[src/rtl/mbd_pkg.sv]
package mbd_pkg;

   typedef enum logic [1:0] {
      MODE_STD    = 2'b00,
      MODE_COEX   = 2'b01,
      MODE_NATIVE = 2'b10,
      MODE_RSVD   = 2'b11
   } exec_mode_e;

   localparam logic [6:0] OPC_LOAD   = 7'b0000011;
   localparam logic [2:0] F3_BYTE_U  = 3'b100;
   localparam logic [2:0] F3_HALF_U  = 3'b101;
   localparam logic [2:0] F3_WORD_U  = 3'b110;
   localparam int         IMM_FIELD_W = 12;

   typedef struct packed {
      logic       hit;
      exec_mode_e dest;
   } switch_dec_t;

endpackage

[src/rtl/mbd_classify.sv]
module mbd_classify
   import mbd_pkg::*;
(
   input  logic [6:0]  opcode_i,
   input  logic [4:0]  rd_i,
   input  logic [2:0]  funct3_i,
   input  logic        enable_i,
   output switch_dec_t dec_o
);

   logic form_ok;

   // Only loads that discard their result into x0 are candidates.
   assign form_ok = enable_i && (opcode_i == OPC_LOAD) && (rd_i == 5'd0);

   always_comb begin
      dec_o.hit  = 1'b0;
      dec_o.dest = MODE_STD;
      if (form_ok) begin
         unique case (funct3_i)
            F3_BYTE_U: begin dec_o.hit = 1'b1; dec_o.dest = MODE_STD;    end
            F3_WORD_U: begin dec_o.hit = 1'b1; dec_o.dest = MODE_COEX;   end
            F3_HALF_U: begin dec_o.hit = 1'b1; dec_o.dest = MODE_NATIVE; end
            default:   begin dec_o.hit = 1'b0; dec_o.dest = MODE_STD;    end
         endcase
      end
   end

endmodule

[src/rtl/mbd_disp_ext.sv]
module mbd_disp_ext
   import mbd_pkg::*;
#(
   parameter int XLEN       = 64,
   parameter int DISP_STD_W = 12,
   parameter int DISP_NAT_W = 10
) (
   input  logic [IMM_FIELD_W-1:0] field_i,
   input  logic                   native_i,
   output logic [XLEN-1:0]        disp_o
);

   localparam int STD_PAD = XLEN - DISP_STD_W;
   localparam int NAT_PAD = XLEN - DISP_NAT_W;

   logic [XLEN-1:0] disp_std;

   assign disp_std = {{STD_PAD{field_i[DISP_STD_W-1]}}, field_i[DISP_STD_W-1:0]};

   generate
      if (DISP_NAT_W == DISP_STD_W) begin : g_one_width
         logic unused_native;
         assign unused_native = native_i;
         assign disp_o        = disp_std;
      end else begin : g_two_widths
         logic [XLEN-1:0] disp_nat;
         assign disp_nat = {{NAT_PAD{field_i[DISP_NAT_W-1]}}, field_i[DISP_NAT_W-1:0]};
         assign disp_o   = native_i ? disp_nat : disp_std;
      end
   endgenerate

endmodule

[src/rtl/mbd_target.sv]
module mbd_target #(
   parameter int XLEN      = 64,
   parameter bit CLEAR_LSB = 1'b1
) (
   input  logic [XLEN-1:0] base_i,
   input  logic [XLEN-1:0] disp_i,
   output logic [XLEN-1:0] target_o
);

   logic [XLEN-1:0] sum;

   assign sum = base_i + disp_i;

   generate
      if (CLEAR_LSB) begin : g_align
         assign target_o = {sum[XLEN-1:1], 1'b0};
      end else begin : g_raw
         assign target_o = sum;
      end
   endgenerate

endmodule

[src/rtl/mode_branch_decoder.sv]
module mode_branch_decoder
   import mbd_pkg::*;
#(
   parameter int XLEN       = 64,
   parameter int DISP_STD_W = 12,
   parameter int DISP_NAT_W = 10,
   parameter bit CLEAR_LSB  = 1'b1
) (
   input  logic            clk,
   input  logic            rst_n,
   input  logic [31:0]     instr_i,
   input  logic [XLEN-1:0] base_i,
   input  logic [1:0]      cur_mode_i,
   input  logic            switch_en_i,
   output logic            taken_o,
   output logic [XLEN-1:0] target_o,
   output logic [1:0]      next_mode_o,
   output logic            flush_o
);

   // Elaboration-time parameter checks
   generate
      if (XLEN < 32) begin : g_bad_xlen
         $error("mode_branch_decoder: XLEN must be at least 32");
      end
      if (DISP_STD_W > IMM_FIELD_W || DISP_STD_W < 2) begin : g_bad_std
         $error("mode_branch_decoder: DISP_STD_W must lie in 2..12");
      end
      if (DISP_NAT_W > DISP_STD_W || DISP_NAT_W < 2) begin : g_bad_nat
         $error("mode_branch_decoder: DISP_NAT_W must lie in 2..DISP_STD_W");
      end
   endgenerate

   exec_mode_e      cur_mode;
   switch_dec_t     dec;
   logic [XLEN-1:0] disp;
   logic [XLEN-1:0] tgt;
   logic            unused_rs1;

   logic            nxt_taken;
   logic [XLEN-1:0] nxt_target;
   exec_mode_e      nxt_mode;

   assign cur_mode   = exec_mode_e'(cur_mode_i);
   assign unused_rs1 = ^instr_i[19:15];

   mbd_classify u_classify (
      .opcode_i (instr_i[6:0]),
      .rd_i     (instr_i[11:7]),
      .funct3_i (instr_i[14:12]),
      .enable_i (switch_en_i),
      .dec_o    (dec)
   );

   mbd_disp_ext #(
      .XLEN       (XLEN),
      .DISP_STD_W (DISP_STD_W),
      .DISP_NAT_W (DISP_NAT_W)
   ) u_disp (
      .field_i  (instr_i[31:20]),
      .native_i (cur_mode == MODE_NATIVE),
      .disp_o   (disp)
   );

   mbd_target #(
      .XLEN      (XLEN),
      .CLEAR_LSB (CLEAR_LSB)
   ) u_target (
      .base_i   (base_i),
      .disp_i   (disp),
      .target_o (tgt)
   );

   always_comb begin
      nxt_taken  = dec.hit;
      nxt_target = '0;
      nxt_mode   = (cur_mode == MODE_RSVD) ? MODE_STD : cur_mode;
      if (dec.hit) begin
         nxt_target = tgt;
         nxt_mode   = dec.dest;
      end
   end

   always_ff @(posedge clk or negedge rst_n) begin
      if (!rst_n) begin
         taken_o     <= 1'b0;
         flush_o     <= 1'b0;
         target_o    <= '0;
         next_mode_o <= MODE_STD;
      end else begin
         taken_o     <= nxt_taken;
         flush_o     <= nxt_taken;
         target_o    <= nxt_target;
         next_mode_o <= nxt_mode;
      end
   end

   // Assertions
   assert_flush_on_taken_R8: assert property (@(posedge clk) disable iff (!rst_n)
      taken_o |-> flush_o);

   assert_no_stray_flush_R4: assert property (@(posedge clk) disable iff (!rst_n)
      flush_o |-> taken_o);

   assert_disabled_noop_R9: assert property (@(posedge clk) disable iff (!rst_n)
      !switch_en_i |=> (!taken_o && !flush_o));

   assert_mode_legal_R10: assert property (@(posedge clk) disable iff (!rst_n)
      next_mode_o != MODE_RSVD);

   assert_idle_target_zero_R10: assert property (@(posedge clk) disable iff (!rst_n)
      !taken_o |-> (target_o == '0));

   assert_nonload_ignored_R4: assert property (@(posedge clk) disable iff (!rst_n)
      (instr_i[6:0] != OPC_LOAD) |=> !taken_o);

   generate
      if (CLEAR_LSB) begin : g_lsb_check
         assert_target_even_R7: assert property (@(posedge clk) disable iff (!rst_n)
            target_o[0] == 1'b0);
      end
   endgenerate

endmodule

[config.mk]
export PLATFORM = sky130hd
export DESIGN_NAME = mode_branch_decoder
export DESIGN_NICKNAME = d
export VERILOG_FILES = /design/src/rtl/mbd_pkg.sv /design/src/rtl/mbd_classify.sv /design/src/rtl/mbd_disp_ext.sv /design/src/rtl/mbd_target.sv /design/src/rtl/mode_branch_decoder.sv
export SDC_FILE = /design/constraint.sdc
export NUM_CORES = 1
export LEC_CHECK = 0
export ABC_AREA = 1
export CAP_MARGIN = 5
export CELL_PAD_IN_SITES_DETAIL_PLACEMENT = 1
export CELL_PAD_IN_SITES_GLOBAL_PLACEMENT = 2
export CORE_MARGIN = 5
export CORE_UTILIZATION = 27
export CTS_BUF_LIST = sky130_fd_sc_hd__clkbuf_4
export DETAILED_ROUTE_END_ITERATION = 16
export HOLD_SLACK_MARGIN = 0.12
export PLACE_DENSITY_LB_ADDON = 0.1
export SYNTH_ARGS = -nofsm -noshare
export SYNTH_HDL_FRONTEND = slang
export SYNTH_HIERARCHICAL = 1
export SYNTH_SLANG_ARGS = --single-unit
[constraint.sdc]
create_clock -name clk -period 0.8 [get_ports clk]
set_input_delay 0.16 -clock clk [delete_from_list [all_inputs] [get_ports clk]]
set_output_delay 0.16 -clock clk [all_outputs]
set_load 0.01 [all_outputs]
==> results of run 1 <==
==> final cells by class <==
type / instances / area, µm²
Sequential cell: 67 / 1677
Clock buffer: 9 / 67.56
Antenna cell: 1 / 2.502
Fill cell: 4042 / 17040
Multi-Input combinational cell: 1031 / 7462
Inverter: 376 / 1446
Tap cell: 402 / 503.0
Clock inverter: 7 / 82.58
Timing Repair Buffer: 366 / 3277
==> sequential cells by signal, indices dropped and copies added, names as in the netlist <==
signal       cells
next_mode_o      2
taken_o          1
target_o        64
==> power breakdown <==
part / switching [mW] / internal [mW]
logic: 6.02 / 4.72
registers: 0.00160 / 3.39
clock network: 1.78 / 0.994
total: 7.80 / 9.11
==> kinds of logic after synthesis <==
group                      after synthesis
xor gates and xnor gates                40
buffers and inverters                  447
DFF                                     67
AOI/OAI and AO/OA                       59
adders and majority gates               63
other                                    1
and+or+nand+nor                        868
==> cells in the final DEF (no fill, tap or decap), drive strengths merged, types with 2 or more instances in the layout <==
cell	netlist	routed
inv	375	377
dlygate4sd3	0	4
o21bai	5	5
nand4	10	10
clkinvlp	0	2
nor2	127	127
clkdlybuf4s50	0	55
xor2	39	39
clkdlybuf4s15	0	4
ha	62	62
nand3	42	42
nor3	16	16
clkbuf	0	21
nand2	672	672
clkinv	1	3
o21ai	7	7
buf	71	284
a21oi	47	47
dfrtp	67	67
dlygate4sd2	0	6
==> worst min-delay path, delay by kind of cell <==
| kind | cells | cell delay [ps] |
|---|---|---|
| adder cells (fa/ha/maj) | 1 | 200 |
| buffers and inverters | 2 | 160 |
| AND/OR/NAND/NOR | 1 | 50 |
==> worst max path at each step <==
stage | from | end | slack, ps | cells past startpoint
6_report | cur_mode_i[1] | target_o[51] | -1220 | 23
2_1_floorplan | cur_mode_i[0] | target_o[58] | -1260 | 17
3_5_place_dp | cur_mode_i[1] | target_o[47] | -2390 | 20
4_1_cts | cur_mode_i[1] | target_o[58] | -1150 | 21
3_3_place_gp | cur_mode_i[1] | target_o[47] | -2400 | 20
5_1_grt | cur_mode_i[1] | target_o[51] | -1310 | 23
==> metrics by stage <==
stage          area (µm²)  std cells  TNS, ps  worst slack, ps
3_3_place_gp        12420       2201  -140290            -2405
3_5_place_dp        12420       2201  -141950            -2389
6_report            14520       2259   -85720            -1224
2_1_floorplan        9594       1545   -66150            -1255
5_1_grt             14520       2259   -95520            -1310
4_1_cts             13760       2244   -90270            -1148
==> per-layer routing <==
| layer | global-route usage (%) | share of wire [%] |
|---|---|---|
| met5 | 0 | 0 |
| met3 | 3.520 | 3.6 |
| met4 | 5.017 | 2.0 |
| met2 | 35.01 | 45 |
| met1 | 30.12 | 50 |
==> timing repair <==
| item | 4_1_cts | 5_1_grt |
|---|---|---|
| resized for setup | 714 | 212 |
| endpoints found under the setup margin | 134 | 134 |
| setup buffers | 21 | 20 |
| cloned | 4 | 0 |
| endpoints found under the hold margin | 73 | 19 |
| pin swaps | 113 | 95 |
==> summary.md, run 1 <==
| Metric | Value |
|---|---|
| Die X | about 190 µm |
| Syn avg cell area | roughly 5.6 µm² |
| Multiplexer fraction of the synthesized cell area | 0% |
| Remaining Overflow, GRT | 0 |
| Cell chain of the critical path | buf_8, inv_8, nor2_4, inv_2, nand2_4, nand2_8, buf_12, buf_16, ha_4, nand2_4, nor2_4, buf_4, nand2_2, inv_2, buf_6, nand2_1, nor2_1, nand2_1, nand3_1, nand2_1, nand2_2, nand2_1, inv_1 |
| Synth top cells by count | 646 x nand2_1, 364 x inv_1, 113 x nor2_1, 68 x buf_4, 67 x dfrtp_1 |
| Hold Crit Start | instr_i[21] |
| Power Total | about 17 mW |
| Area grow syn2layout | 68.18% |
| Worst min path class | in2reg |
| Crit path top cell by count | nand2_1 |
| Vias | a little under 10000 |
| Sink of the worst hold path | target_o[1] |
| Max VDD drop | ~870 µV |
| Clock slew at reported path FFs | between 150 and 200 ps |
| Initial core utilization | ~27% |
| Post-synthesis xor/xnor area fraction | 4.059% |
| Min Clock Period, post-route | 2024 ps |
| Tot GR Track Use | between 20% and 30% |
| Largest family of logic cells by synthesized area | simple AND/OR/NAND/NOR gates |
| Top Ports | roughly 170 |
| Flop and latch count out of synthesis | 67 |
| RSZ-0062 raised after global routing | yes |
| Vias in the first global route | a little over 10000 |
| Top FF cell, synth | dfrtp_1 |
| Die area | approximately 36000 µm² |
| FFs w/ async S/R, synth | 100.0% |
| Netlist cell types | 27 |
| Mapped Area | between 8000 and 9000 µm² |
| Post-synth top area share | 28.09% |
| PD cells | approximately 1200 nW/µm² |
| TritonCTS Buffers | 9 |
| Largest stage delay on the critical path | between 300 and 400 ps |
| CP delay by family, top | simple AND/OR/NAND/NOR gates |
| Crit Path Max Fanout | 8 |
| Synth Net Count | around 1700 |
| Die height | 188.8 µm |
| Endpoints failing setup | ~130 |
| Routed Wire Length | 38.84 mm |
| Number of antenna violations at the first check in global routing | 1 |
| CP max stage cell | ha_4 |
| Largest net degree at the start of global routing | 39 |
| Final hold vios | 0 |
| Detailed placement HPWL | slightly above 30 mm |
| Synth Area in Adders | approximately 9.2% |
| Final worst-path cycle share | 253.0% |
| Post-route ant nets | 0 |
| Top cells by area, synth | nand2_1 28%, dfrtp_1 19%, inv_1 16% |
| Status | finished with violations |
| WHS | around 67 ps |
| WP data required | 1270 ps |
| Max Root-Sink Buffers | 2 |
| Post-synthesis simple-gate area fraction | approximately 40% |
| Most used standard cell by instance count after synthesis | nand2_1 |
| WHS Path Cells | 4 |
| H-tree depth | 3 |
| Crit. End Element | flip-flop |
| Final core utilization | 46.01% |
| Core Region | 31560 µm² |
| Rows | 65 |
| Yosys top cell by area | nand2_1 |
| CP arrival | 2490 ps |
| MaxCap Viol Count | 0 |
| First-pass GRT wire length | around 60 mm |
| Yosys Warn Count | 6 |
| Vias per Instance | between 4 and 5 |
| Startpoint Class | input pin |
| Leak | just over 8 nW |
| DR iter-0 viols | 307 |
| Wire length per cell | 17.19 µm |
| Fraction of layout cells with a size suffix above 1 | around 44% |
| Critical path class | in2reg |
| Violated checks | setup timing |
| Root Buffer | clkbuf_4 |
| Max Clk Rate | roughly 490 MHz |
| Nets | between 2000 and 2500 |
| CTS Hold Bufs | 6 |
| Placer's final routability congestion estimate | around 0.86 |
| Sequential share of the synthesized area | 19.42% |
| Final Max Tran Viols | 0 |
| IO buf count | roughly 160 |
| Buf+Inv Stages, Crit Path | 9 |
| Drt pass-1 iters | 5 |
| Post-synth EDFFs | 0 |
| CTS tree | built |
| Num Clock Sinks | 67 |
| Post-Syn Instances | roughly 1500 |
| Final worst slack | -1224 ps |
| Drc violations | 0 |
| Compound-cell area share of the yosys netlist | ~3.6% |
Power figures use the tool's default switching activity.
==> run 2: changes to the inputs <==
- CELL_PAD_IN_SITES_GLOBAL_PLACEMENT: 2 -> 1
- CORE_UTILIZATION: 27 -> 37
- SKIP_LAST_GASP: default -> 1
==> run 2 against run 1 <==
  * The run now fails in global routing (5_1_grt)
  * Synthesized cell count stayed put
  * Area after synthesis unchanged
==> summary.md, run 2 <==
| Metric | Value |
|---|---|
| Post-Syn Instances | ~1500 |
| Largest family of logic cells by synthesized area | simple AND/OR/NAND/NOR gates |
| Yosys top cell by area | nand2_1 |
| Mapped Area | about 8600 µm² |
| Compound-cell area share of the yosys netlist | approximately 3.6% |
| Post-synth top area share | 28.09% |
| Top Ports | ~170 |
| DP Area | 12390 µm² |
| Top FF cell, synth | dfrtp_1 |
| Status | did not finish |
| Tot GR Track Use | ~86% |
| Max Root-Sink Buffers | 2 |
| Synth Net Count | ~1700 |
| Flop and latch count out of synthesis | 67 |
| Cell count after placement | ~2100 |
| Tool error | [ERROR GRT-0232] Routing congestion too high. Check the congestion heatmap in the GUI. |
| Detailed placement HPWL | between 30 and 40 mm |
| Netlist cell types | 27 |
| FFs w/ async S/R, synth | 100.0% |
| Root Buffer | clkbuf_4 |
| Multiplexer fraction of the synthesized cell area | 0% |
| Yosys Warn Count | 6 |
| IO buf count | around 160 |
| Synth Area in Adders | 9.219% |
| Largest net degree at the start of global routing | between 40 and 50 |
| Synth top cells by count | 646 x nand2_1, 364 x inv_1, 113 x nor2_1, 68 x buf_4, 67 x dfrtp_1 |
| Post-synth EDFFs | 0 |
| Post-synthesis simple-gate area fraction | about two fifths |
| Number of antenna violations at the first check in global routing | 6 |
| Post-GRT worst EP | target_o[36]$_DFF_PN0_/D |
| Last flow stage reached | global routing (5_1_grt) |
| Placer's final routability congestion estimate | between 0.9 and 1 |
| H-tree depth | 3 |
| Initial core utilization | between 30% and 40% |
| Die X | around 160 µm |
| Num Clock Sinks | 67 |
| Rows | 55 |
| Syn avg cell area | about 5.6 µm² |
| Most used standard cell by instance count after synthesis | nand2_1 |
| Die height | approximately 160 µm |
| Top cells by area, synth | nand2_1 28%, dfrtp_1 19%, inv_1 16% |
| Remaining Overflow, GRT | around 760 |
| Sequential share of the synthesized area | roughly 20% |
| Worst_ep kind | sequential cell input |
| TritonCTS Buffers | 9 |
| Post-synthesis xor/xnor area fraction | approximately 4.1% |
==> run 2: per-stage QoR <==
step	TNS (ps)	utilization (%)	setup WS [ps]
after detailed placement	-141890	54.39	-2336
after CTS	-86200	63.92	-1182
after floorplan	-66150	-	-1255
after global placement	-135500	54.39	-2301
==> run 2: per-layer routing <==
metal / track usage (%) / GRT overflow
met3: 72.26 / 10
met5: 32.77 / 2
met2: 102.8 / 478
met4: 95.96 / 256
met1: 79.80 / 12
==> run 2: logic make-up after synthesis <==
family	count (synthesis)
flops	67
simple gates	868
other cells	1
xor+xnor	40
buf+inv	447
fa+ha+maj	63
compound gates	59
==> run 2: timing repair <==
action                                  in CTS
endpoints found under the setup margin     134
resized for setup                          863
setup buffers                               51
hold buffers                                 4
pin swaps                                  217
gates cloned                                 5
hold endpoints to repair                    69
==> run 3: changes to the inputs <==
- CELL_PAD_IN_SITES_DETAIL_PLACEMENT: 1 -> default
- CELL_PAD_IN_SITES_GLOBAL_PLACEMENT: 1 -> default
- CORE_UTILIZATION: 37 -> 25
- CTS_BUF_LIST: sky130_fd_sc_hd__clkbuf_4 -> default
- HOLD_SLACK_MARGIN: 0.12 -> default
- PLACE_DENSITY_LB_ADDON: 0.1 -> 0.15
==> run 3 against run 2 <==
  * The flow now finishes, with violations (setup timing)
==> summary.md, run 3 (synthesis results as in run 1) <==
| Metric | Value |
|---|---|
| Remaining Overflow, GRT | 0 |
| WP data required | about 1100 ps |
| Die height | between 150 and 200 µm |
| Drt pass-1 iters | 5 |
| Most common cell after layout, fill and taps aside | nand2_1 |
| Area of the multi-input gates | between 7000 and 8000 µm² |
| Hold Crit Start | cur_mode_i[1] |
| Rows | 68 |
| Tot GR Track Use | approximately 18% |
| Biggest register | target_o |
| Largest net degree at the start of global routing | 37 |
| Routed Wire Length | around 35 mm |
| Num Clock Sinks | 67 |
| Sink of the worst hold path | next_mode_o[1] |
| Startpoint Class | input pin |
| Worst min path class | in2reg |
| Leak | 8.390 nW |
| Root Buffer | clkbuf_16 |
| CP max stage cell | ha_4 |
| Core Region | between 30000 and 40000 µm² |
| H-tree depth | 3 |
| Vias per Instance | between 4 and 5 |
| Placer's final routability congestion estimate | 0.8905 |
| Max Clk Rate | roughly 470 MHz |
| P_int | 10.99 mW |
| Detailed placement HPWL | slightly below 30 mm |
| Clock power share | 24.0% |
| WHS Path Cells | 4 |
| Sequential Power Share | about 18% |
| Clock slew at reported path FFs | about 50 ps |
| Top Ports | between 150 and 200 |
| Most frequent cells in the layout | 435 x nand2_1, 312 x inv_1, 178 x nand2_2 |
| IO buf count | between 150 and 200 |
| Number of antenna violations at the first check in global routing | 1 |
| CP arrival | about 2400 ps |
| Leading registers by flop count | target_o: 64 flops, next_mode_o: 2 flops, taken_o: 1 flops |
| # diodes | 0 |
| Critical path class | in2reg |
| Endpoints failing setup | 134 |
| Switch Pwr | between 7 and 8 mW |
| Final worst slack | -1315 ps |
| Final worst-path cycle share | 264.4% |
| Crit. End Element | flip-flop |
| Cell Count, Final, Fillers Out | about 2300 |
| Fillers | around 3600 |
| Nets | between 2000 and 2500 |
| Status | finished with violations |
| Violated checks | setup timing |
| Max VDD drop | ~1000 µV |
| MaxCap Viol Count | 0 |
| DP Area | roughly 13000 µm² |
| TritonCTS Buffers | 9 |
| RSZ-0062 raised after global routing | yes |
| Post-route ant nets | 0 |
| PD cells | 1256 nW/µm² |
| Min Clock Period, post-route | around 2100 ps |
| Initial core utilization | 25.18% |
| DR iter-0 viols | 380 |
| Crit Path Max Fanout | 6 |
| Max FFs per register | 64 |
| Cell count after placement | 2258 |
| Fraction of layout cells with a size suffix above 1 | a little under half |
| Vias | about 9600 |
| Final TNS setup | -80450 ps |
| Final Max Tran Viols | 0 |
| Vias in the first global route | between 9000 and 10000 |
| Wire length per cell | approximately 15 µm |
| Die X | 195.8 µm |
| Largest stage delay on the critical path | ~280 ps |
| Cell chain of the critical path | buf_8, nor2_4, inv_2, nand2_4, nand2_8, buf_8, buf_12, ha_4, buf_6, nand2_8, nor2_4, inv_4, nor3_4, nand3_2, nand2_4, nand2_4, nand2_2, nand2_2, nand2_2, nand2_1, inv_1 |
| Register area | 1678 µm² |
| Power Total | ~19 mW |
| CTS tree | built |
| Dpl ws | -2293 ps |
| Die area | ~38000 µm² |
| Logic pwr share | 57.9% |
| Drc violations | 0 |
| Final core utilization | a little over two fifths |
| Switching Fraction | roughly two fifths |
| Area grow syn2layout | 73.05% |
| Design Area, Final | roughly 15000 µm² |
| First-pass GRT wire length | between 50 and 60 mm |
| Final hold vios | 0 |
| WHS | approximately 150 ps |
| Max Root-Sink Buffers | 2 |
-- run 3: area by class of cell --
class	instances	share of cell area, %
clock buffers	11	1.558
flip-flops and latches	67	11.23
repair buffers	380	22.51
inverters	376	9.599
clock inverters	5	0.5193
multi-input cells	1031	50.77
well taps	455	3.811
-- run 3: power groups by stage --
stage | combinational, mW | clock [mW] | sequential, mW
after floorplan | 5.04 | 0 | 3.46
after global placement | 8.38 | 0 | 3.46
after detailed placement | 8.37 | 0 | 3.46
after CTS | 10.0 | 4.65 | 3.39
after global routing | 11.8 | 4.75 | 3.39
final | 10.9 | 4.50 | 3.39
-- run 3: worst max-delay path by stage --
stage,from,end,slack [ps],cells after the start
finish,cur_mode_i[0],target_o[41],-1320,21
global route,cur_mode_i[0],target_o[41],-1450,21
CTS,cur_mode_i[1],target_o[57],-1290,22
detailed placement,cur_mode_i[1],target_o[60],-2290,20
global placement,cur_mode_i[1],target_o[40],-2270,20
floorplan,cur_mode_i[0],target_o[58],-1260,17
-- run 3: critical path: cells and delay by family --
family / cells / cell delay, ps
fa+ha+maj: 1 / 280
buf+inv: 7 / 690
simple gates: 13 / 1250
-- run 3: per-layer routing --
metal	part of all wire, %	routed length (µm)	vias to the layer above	track usage [%]
met5	0	0	-	0
met4	1.4	489	0	3.957
met3	3.8	1317	21	2.318
met2	44	15200	162	28.67
met1	51	17920	4357	27.04
li1	-	-	5059	-
-- run 3: what timing repair did --
action                     in CTS  in global routing
cloned                          2                  0
hold endpoints to repair        3                  0
buffers inserted               37                 14
resized for setup             773                197
setup endpoints to repair     134                134
pin swaps                     145                 81
hold buffers                    1                  0
